--- config.mk ---
export PLATFORM = sky130hd
export DESIGN_NAME = chain_src_fetch
export DESIGN_NICKNAME = d
export VERILOG_FILES = /design/src/rtl/chain_src_fetch_pkg.sv /design/src/rtl/chain_src_fetch_dp.sv /design/src/rtl/chain_src_fetch_ctl.sv /design/src/rtl/chain_src_fetch.sv
export SDC_FILE = /design/constraint.sdc
export NUM_CORES = 1
export LEC_CHECK = 0
export CAP_MARGIN = 30
export CORE_MARGIN = 1.5
export CORE_UTILIZATION = 25
export CTS_CLUSTER_SIZE = 24
export DETAILED_ROUTE_END_ITERATION = 6
export GPL_ROUTABILITY_DRIVEN = 1
export PLACE_DENSITY = 0.39
export SYNTH_ARGS = -nofsm -noshare
export SYNTH_HDL_FRONTEND = slang
export SYNTH_SLANG_ARGS = --single-unit
--- constraint.sdc ---
create_clock -name clk -period 8.1 [get_ports clk]
set_clock_uncertainty 0.05 [all_clocks]
set_input_delay 1.215 -clock clk [delete_from_list [all_inputs] [get_ports clk]]
set_output_delay 1.215 -clock clk [all_outputs]
set_load 0.05 [all_outputs]
--- src/rtl/chain_src_fetch_pkg.sv ---
package chain_src_fetch_pkg;

  localparam int CFG_AW = 3;
  localparam int REG_CMD = 0;
  localparam int REG_MODE = 1;
  localparam int REG_BUFADDR = 2;
  localparam int REG_BUFLEN = 3;
  localparam int REG_HEAD = 4;

  localparam int MODE_EN_BIT = 0;
  localparam int MODE_CHAIN_BIT = 1;
  localparam int MODE_ATTR_LSB = 4;
  localparam int ATTR_W = 3;
  localparam int TERM_BIT = 31;
  localparam int WORD_W = 32;
  localparam int BE_W = WORD_W / 8;

  typedef enum logic [2:0] {
    ST_IDLE,
    ST_SEG,
    ST_DREQ,
    ST_DWAIT,
    ST_RREQ,
    ST_RWAIT,
    ST_BEAT
  } fetchStateT;

  typedef struct packed {
    logic consumeArm;
    logic loadDirect;
    logic loadChain;
    logic capDesc;
    logic followNext;
    logic capData;
    logic advance;
    logic selDesc;
  } fetchCtlT;

endpackage

--- src/rtl/chain_src_fetch_dp.sv ---
module chain_src_fetch_dp
  import chain_src_fetch_pkg::*;
#(
  parameter int ADDR_W = 32,
  parameter int LEN_W = 32
) (
  input  logic              clk,
  input  logic              rstN,
  input  logic              cfgWr,
  input  logic [CFG_AW-1:0] cfgAddr,
  input  logic [WORD_W-1:0] cfgData,
  input  fetchCtlT          ctl,
  input  logic [WORD_W-1:0] memRspData,
  output logic              startHit,
  output logic              startChain,
  output logic              abortReq,
  output logic              remZero,
  output logic              lastBeat,
  output logic              termSet,
  output logic              descLast,
  output logic [ADDR_W-1:0] memReqAddr,
  output logic [ATTR_W-1:0] memReqAttr,
  output logic [WORD_W-1:0] outData,
  output logic [BE_W-1:0]   outByteEn
);

  localparam int WORD_BYTES = WORD_W / 8;
  localparam logic [LEN_W-1:0] WORD_LEN = LEN_W'(WORD_BYTES);
  localparam logic [ADDR_W-1:0] WORD_STEP = ADDR_W'(WORD_BYTES);
  localparam int IDX_W = 2;

  // software-visible setup
  logic              armed;
  logic              modeEn;
  logic [ATTR_W-1:0] attrR;
  logic [ADDR_W-1:0] bufAddrR;
  logic [LEN_W-1:0]  bufLenR;
  logic [ADDR_W-1:0] headR;

  // working state of the walk
  logic [ADDR_W-1:0] curAddr;
  logic [LEN_W-1:0]  remLen;
  logic [ADDR_W-1:0] nextPtr;
  logic [ADDR_W-1:0] descPtr;
  logic              termFlag;
  logic [IDX_W-1:0]  wordIdx;
  logic [WORD_W-1:0] dataR;

  logic modeWr;
  assign modeWr = cfgWr && (cfgAddr == CFG_AW'(REG_MODE));

  always_ff @(posedge clk) begin
    if (!rstN) begin
      armed    <= 1'b0;
      modeEn   <= 1'b0;
      attrR    <= '0;
      bufAddrR <= '0;
      bufLenR  <= '0;
      headR    <= '0;
    end else begin
      if (cfgWr) begin
        case (cfgAddr)
          CFG_AW'(REG_CMD):     if (cfgData[0]) armed <= 1'b1;
          CFG_AW'(REG_MODE): begin
            modeEn <= cfgData[MODE_EN_BIT];
            attrR  <= cfgData[MODE_ATTR_LSB +: ATTR_W];
          end
          CFG_AW'(REG_BUFADDR): bufAddrR <= cfgData[ADDR_W-1:0];
          CFG_AW'(REG_BUFLEN):  bufLenR  <= cfgData[LEN_W-1:0];
          CFG_AW'(REG_HEAD):    headR    <= cfgData[ADDR_W-1:0];
          default: ;
        endcase
      end
      if (ctl.consumeArm) armed <= 1'b0;
    end
  end

  always_ff @(posedge clk) begin
    if (!rstN) begin
      curAddr  <= '0;
      remLen   <= '0;
      nextPtr  <= '0;
      descPtr  <= '0;
      termFlag <= 1'b0;
      wordIdx  <= '0;
      dataR    <= '0;
    end else begin
      if (ctl.loadDirect) begin
        curAddr  <= bufAddrR;
        remLen   <= bufLenR;
        termFlag <= 1'b1;
      end
      if (ctl.loadChain) begin
        descPtr <= headR;
        wordIdx <= '0;
      end
      if (ctl.followNext) begin
        descPtr <= nextPtr;
        wordIdx <= '0;
      end
      if (ctl.capDesc) begin
        case (wordIdx)
          2'd0:    curAddr  <= memRspData[ADDR_W-1:0];
          2'd1:    remLen   <= memRspData[LEN_W-1:0];
          2'd2:    nextPtr  <= memRspData[ADDR_W-1:0];
          default: termFlag <= memRspData[TERM_BIT];
        endcase
        wordIdx <= wordIdx + 1'b1;
      end
      if (ctl.capData) dataR <= memRspData;
      if (ctl.advance) begin
        curAddr <= curAddr + WORD_STEP;
        remLen  <= lastBeat ? '0 : remLen - WORD_LEN;
      end
    end
  end

  assign startHit   = modeWr && cfgData[MODE_EN_BIT] && armed;
  assign startChain = cfgData[MODE_CHAIN_BIT];
  assign abortReq   = !modeEn;
  assign remZero    = (remLen == '0);
  assign lastBeat   = (remLen <= WORD_LEN);
  assign termSet    = termFlag;
  assign descLast   = (wordIdx == IDX_W'(3));

  assign memReqAddr = ctl.selDesc ? descPtr + ADDR_W'({wordIdx, 2'b00}) : curAddr;
  assign memReqAttr = attrR;
  assign outData    = dataR;

  always_comb begin
    if (remLen >= WORD_LEN) begin
      outByteEn = '1;
    end else begin
      case (remLen[1:0])
        2'd1:    outByteEn = 4'b0001;
        2'd2:    outByteEn = 4'b0011;
        2'd3:    outByteEn = 4'b0111;
        default: outByteEn = 4'b1111;
      endcase
    end
  end

endmodule

--- src/rtl/chain_src_fetch_ctl.sv ---
module chain_src_fetch_ctl
  import chain_src_fetch_pkg::*;
(
  input  logic     clk,
  input  logic     rstN,
  input  logic     startHit,
  input  logic     startChain,
  input  logic     abortReq,
  input  logic     remZero,
  input  logic     lastBeat,
  input  logic     termSet,
  input  logic     descLast,
  input  logic     memReqReady,
  input  logic     memRspValid,
  input  logic     memRspErr,
  input  logic     outReady,
  output fetchCtlT ctl,
  output logic     memReqValid,
  output logic     outValid,
  output logic     outLast,
  output logic     busy,
  output logic     doneP,
  output logic     errP
);

  fetchStateT state, nextState;
  logic finish, fail;

  always_comb begin
    nextState   = state;
    ctl         = '0;
    memReqValid = 1'b0;
    outValid    = 1'b0;
    finish      = 1'b0;
    fail        = 1'b0;
    case (state)
      ST_IDLE: begin
        if (startHit) begin
          ctl.consumeArm = 1'b1;
          if (startChain) begin
            ctl.loadChain = 1'b1;
            nextState     = ST_DREQ;
          end else begin
            ctl.loadDirect = 1'b1;
            nextState      = ST_SEG;
          end
        end
      end
      ST_SEG: begin
        if (abortReq) begin
          nextState = ST_IDLE;
        end else if (remZero) begin
          if (termSet) begin
            finish    = 1'b1;
            nextState = ST_IDLE;
          end else begin
            ctl.followNext = 1'b1;
            nextState      = ST_DREQ;
          end
        end else begin
          nextState = ST_RREQ;
        end
      end
      ST_DREQ: begin
        ctl.selDesc = 1'b1;
        memReqValid = 1'b1;
        if (memReqReady) nextState = ST_DWAIT;
      end
      ST_DWAIT: begin
        ctl.selDesc = 1'b1;
        if (memRspValid) begin
          if (memRspErr) begin
            fail      = 1'b1;
            nextState = ST_IDLE;
          end else begin
            ctl.capDesc = 1'b1;
            if (descLast)      nextState = ST_SEG;
            else if (abortReq) nextState = ST_IDLE;
            else               nextState = ST_DREQ;
          end
        end
      end
      ST_RREQ: begin
        memReqValid = 1'b1;
        if (memReqReady) nextState = ST_RWAIT;
      end
      ST_RWAIT: begin
        if (memRspValid) begin
          if (memRspErr) begin
            fail      = 1'b1;
            nextState = ST_IDLE;
          end else begin
            ctl.capData = 1'b1;
            nextState   = ST_BEAT;
          end
        end
      end
      ST_BEAT: begin
        outValid = 1'b1;
        if (outReady) begin
          ctl.advance = 1'b1;
          if (abortReq) begin
            nextState = ST_IDLE;
          end else if (lastBeat) begin
            if (termSet) begin
              finish    = 1'b1;
              nextState = ST_IDLE;
            end else begin
              ctl.followNext = 1'b1;
              nextState      = ST_DREQ;
            end
          end else begin
            nextState = ST_RREQ;
          end
        end
      end
      default: nextState = ST_IDLE;
    endcase
  end

  always_ff @(posedge clk) begin
    if (!rstN) begin
      state <= ST_IDLE;
      doneP <= 1'b0;
      errP  <= 1'b0;
    end else begin
      state <= nextState;
      doneP <= finish;
      errP  <= fail;
    end
  end

  assign busy    = (state != ST_IDLE);
  assign outLast = (state == ST_BEAT) && lastBeat && termSet;

endmodule

--- src/rtl/chain_src_fetch.sv ---
module chain_src_fetch
  import chain_src_fetch_pkg::*;
#(
  parameter int ADDR_W = 32,
  parameter int LEN_W = 32
) (
  input  logic              clk,
  input  logic              rstN,
  input  logic              cfgWr,
  input  logic [2:0]        cfgAddr,
  input  logic [31:0]       cfgData,
  output logic              memReqValid,
  input  logic              memReqReady,
  output logic [ADDR_W-1:0] memReqAddr,
  output logic [2:0]        memReqAttr,
  input  logic              memRspValid,
  input  logic [31:0]       memRspData,
  input  logic              memRspErr,
  output logic              outValid,
  input  logic              outReady,
  output logic [31:0]       outData,
  output logic [3:0]        outByteEn,
  output logic              outLast,
  output logic              busy,
  output logic              doneP,
  output logic              errP
);

  fetchCtlT ctl;
  logic startHit, startChain, abortReq, remZero, lastBeat, termSet, descLast;

  chain_src_fetch_dp #(.ADDR_W(ADDR_W), .LEN_W(LEN_W)) i_dp (
    .clk        (clk),
    .rstN       (rstN),
    .cfgWr      (cfgWr),
    .cfgAddr    (cfgAddr),
    .cfgData    (cfgData),
    .ctl        (ctl),
    .memRspData (memRspData),
    .startHit   (startHit),
    .startChain (startChain),
    .abortReq   (abortReq),
    .remZero    (remZero),
    .lastBeat   (lastBeat),
    .termSet    (termSet),
    .descLast   (descLast),
    .memReqAddr (memReqAddr),
    .memReqAttr (memReqAttr),
    .outData    (outData),
    .outByteEn  (outByteEn)
  );

  chain_src_fetch_ctl i_ctl (
    .clk         (clk),
    .rstN        (rstN),
    .startHit    (startHit),
    .startChain  (startChain),
    .abortReq    (abortReq),
    .remZero     (remZero),
    .lastBeat    (lastBeat),
    .termSet     (termSet),
    .descLast    (descLast),
    .memReqReady (memReqReady),
    .memRspValid (memRspValid),
    .memRspErr   (memRspErr),
    .outReady    (outReady),
    .ctl         (ctl),
    .memReqValid (memReqValid),
    .outValid    (outValid),
    .outLast     (outLast),
    .busy        (busy),
    .doneP       (doneP),
    .errP        (errP)
  );

endmodule

==> results.json <==
{
  "cts_root_buf": "clkbuf_16",
  "drv_slew": 0,
  "route.detailed.drc": 0,
  "start_util_pct": 25.2,
  "setup_viol": 0,
  "wl_met3_mm": 2.10,
  "totalNegativeSetupSlack_ps": 0,
  "grt_pass1_vias": 11600,
  "numCtsBuffers": 35,
  "gr-usage-all-layers_pct": 19.2,
  "io_pins": 151,
  "holdWs_ps": 399,
  "postSynthAreaPerCell_um2": 7.69,
  "die_y_um": 230,
  "ys.flop_type": "dfxtp_1",
  "dp_hpwl_mm": 34.9,
  "drt_iter0_markers": 860,
  "wl_met2_mm": 23.0,
  "cts_tree": "built",
  "port_buffers": 149,
  "timing.fmax_ghz": 0.198,
  "gp_congestion": 0.784,
  "maxCapViolCount": 0,
  "async_reset_ff_share_pct": 0,
  "rsz0062_at_grt": "no",
  "clock_path_buffers": 3,
  "fillCellCount": 5465,
  "h-tree-depth": 2,
  "slowest_stage": "clkdlybuf4s50_1",
  "avgViaCountPerCell": 4.93,
  "first_pass_iters": 5,
  "grt_antenna_before_repair": 2,
  "grt_start_max_net_pins": 107,
  "ys_types": 59,
  "fin_nets": 1850,
  "met1_length_mm": 25.6,
  "highest_layer": "met4",
  "clk-insertion-delay-late_ps": 550,
  "holdPathStages": 2,
  "routed_wl_mm": 51.6,
  "dr_total_vias": 12100,
  "ant_nets": 0,
  "synth_nets": 1766,
  "synth_seq_cells": 269,
  "slew-limit-headroom_pct": 38.2,
  "diodes": 0,
  "cp-start-kind": "register",
  "worst-r2r-cell-count": 6,
  "powerDensity_nw_per_um2": 186,
  "core-area_um2": 51200,
  "post-route-period-util_pct": 62.2,
  "r2r_setup_slack_ps": 5060,
  "ys_seq_area_share_pct": 41.7,
  "layout-drive-gt1-share_pct": 5.24,
  "syn_area_um2": 12900,
  "tightest_slew_ps": 928,
  "arrival_ps": 3770,
  "ctsHoldBuffers": 0,
  "crit_fanout": 8,
  "clock-sinks": 269,
  "syn_to_final_growth_pct": 23.8,
  "p_leak_uw": 0.00551,
  "cpPeakStageDelay_ps": 830,
  "path_cells": "ha_1, inv_1, fa_1, nand3b_1, nor4_1, buf_4, nand4_1, xor2_1, o21ai_0, clkdlybuf4s50_1",
  "outcome": "finished clean",
  "hp-class": "reg -> reg",
  "syn_inst": 1678,
  "cp.required_ps": 6840,
  "peakVddDrop_v": 0.000125,
  "drt-wirelength-per-cell_um": 21.0,
  "path_clk_slew_ps": 50,
  "synth_edf_count": 0,
  "rows": 83,
  "cts_setup_buffers": 0,
  "cts_resized": 0,
  "period_minus_slack_ps": 5040,
  "finalHoldViolCount": 0,
  "overflow": 0,
  "grt_pass1_wl_mm": 76.7,
  "die_w_um": 230,
  "critPathKind": "reg -> out",
  "fp.dieArea_um2": 53000,
  "crit_path_end_kind": "output pin",
  "yosysWarnings": 0
}
[through the flow]
stage	util, %	total power [uW]	cell area [um^2]	worst slack (ps)	instances
global placement	29.1	1520	14900	3600	2404
finish	31.2	2970	16000	3060	2456
detailed placement	29.2	1520	14900	3570	2405
global route	31.2	3080	16000	2770	2456
floorplan	-	1420	12900	3370	1678
CTS	31.2	3020	16000	2980	2456
[path summary, 6_finish.rpt]
check | startpoint | endpoint
worst min-delay path | i_dp.nextPtr[25]$_SDFFE_PN0P_ | i_dp.nextPtr[25]$_SDFFE_PN0P_
worst max register to register | i_ctl.state[1]$_SDFFE_PN0P_ | i_dp.curAddr[20]$_SDFF_PN0_
worst max-delay path | i_dp.wordIdx[0]$_SDFFE_PN0P_ | memReqAddr[22]
worst min register to register | i_dp.nextPtr[25]$_SDFFE_PN0P_ | i_dp.nextPtr[25]$_SDFFE_PN0P_
[registers in the layout (all words and copies together) (netlist names), 3 cells and up]
signal           flops
i_dp.bufAddrR       32
i_dp.bufLenR        32
i_dp.curAddr        32
i_dp.descPtr        32
i_dp.headR          32
i_dp.nextPtr        32
i_dp.outData        32
i_dp.remLen         32
i_ctl.state          3
i_dp.memReqAttr      3
[routing by layer]
layer,GRT usage (%),vias up
li1,-,5945
met1,27.5,5874
met2,30.2,237
met3,2.68,57
met4,4.88,0
met5,0,-
[placed cells by master, fill, tap and decap left out, types with 5 or more instances in the layout]
master           Yosys  routed
a21oi_1            211     211
a221oi_1            11      11
a31oi_1              5       5
and2_1               8       7
and3_1              47      47
and4_1               9       9
buf_4                2      20
clkbuf_1           101       7
clkbuf_16            0      37
clkdlybuf4s50_1      0     148
dfxtp_1            269     269
ha_1                13      13
inv_1               16      16
mux2_2               5       5
mux2i_1             45      45
nand2_1            483     481
nand3_1             28      27
nand4_1             20      20
nor2_1              25      23
nor3_1              31      31
nor4_1              13      12
o21ai_0            115     115
o221ai_1             6       6
o22ai_1             41      41
or3_1                5       5
xnor2_1             38      38
xor2_1              47      47
[cell usage after synthesis, drive strengths merged, types with 2 or more instances]
library cell,count,area [um^2]
dfxtp,269,5390
o221ai,6,52.6
xor2,47,412
or3,6,42.5
nor3,31,155
o31ai,3,22.5
clkbuf,102,384
nand4,21,138
or4,3,26.3
and3,47,294
xnor2,38,333
or2,2,12.5
nor2b,4,25.0
a21o,4,30.0
mux2,9,116
nand2,483,1810
a311oi,4,35.0
nor3b,3,22.5
and3b,4,35.0
a2111oi,3,26.3
a211oi,4,30.0
nand3b,3,22.5
mux2i,45,450
nand3,28,140
nor4b,2,17.5
buf,21,129
inv,17,63.8
a31oi,5,31.3
a221oi,11,96.3
a21oi,211,1060
o21ai,115,576
and4,9,78.8
and2,8,50.1
nand4b,3,26.3
ha,13,163
o22ai,41,257
nor2,25,93.8
nor4,16,145
[worst max-delay path: cells and delay by family (launching register included)]
kind                     cells  cell delay, ps
AO/OA/AOI/OAI                1             160
flip-flops                   1             400
buffers and inverters        3            1130
AND/OR/NAND/NOR              3             720
XOR/XNOR                     1             170
adder cells (fa/ha/maj)      2             650
[power by group]
part           switching, uW  internal (uW)  total, uW
combinational           99.4           48.2        148
clock                    601            880       1480
sequential              5.58           1330       1340
[kinds of logic after synthesis]
kind of cell	share of synthesized area, %
AO/OA/AOI/OAI	17.5
XOR/XNOR	5.77
adder cells (fa/ha/maj)	1.42
buffers and inverters	4.47
flip-flops	41.7
multiplexers	4.39
other	0.0291
AND/OR/NAND/NOR	24.7
[cell type report]
| cell class | count | area (um^2) | share of cell area (%) |
|---|---|---|---|
| Timing Repair Buffer | 170 | 1660 | 10.4 |
| Clock buffer | 47 | 993 | 6.22 |
| Inverter | 17 | 68.8 | 0.431 |
| Clock inverter | 4 | 50.0 | 0.313 |
| Sequential cell | 269 | 5390 | 33.7 |
| Tap cell | 680 | 851 | 5.33 |
| Multi-Input combinational cell | 1269 | 6970 | 43.6 |
(Power assumes the default switching activity.)
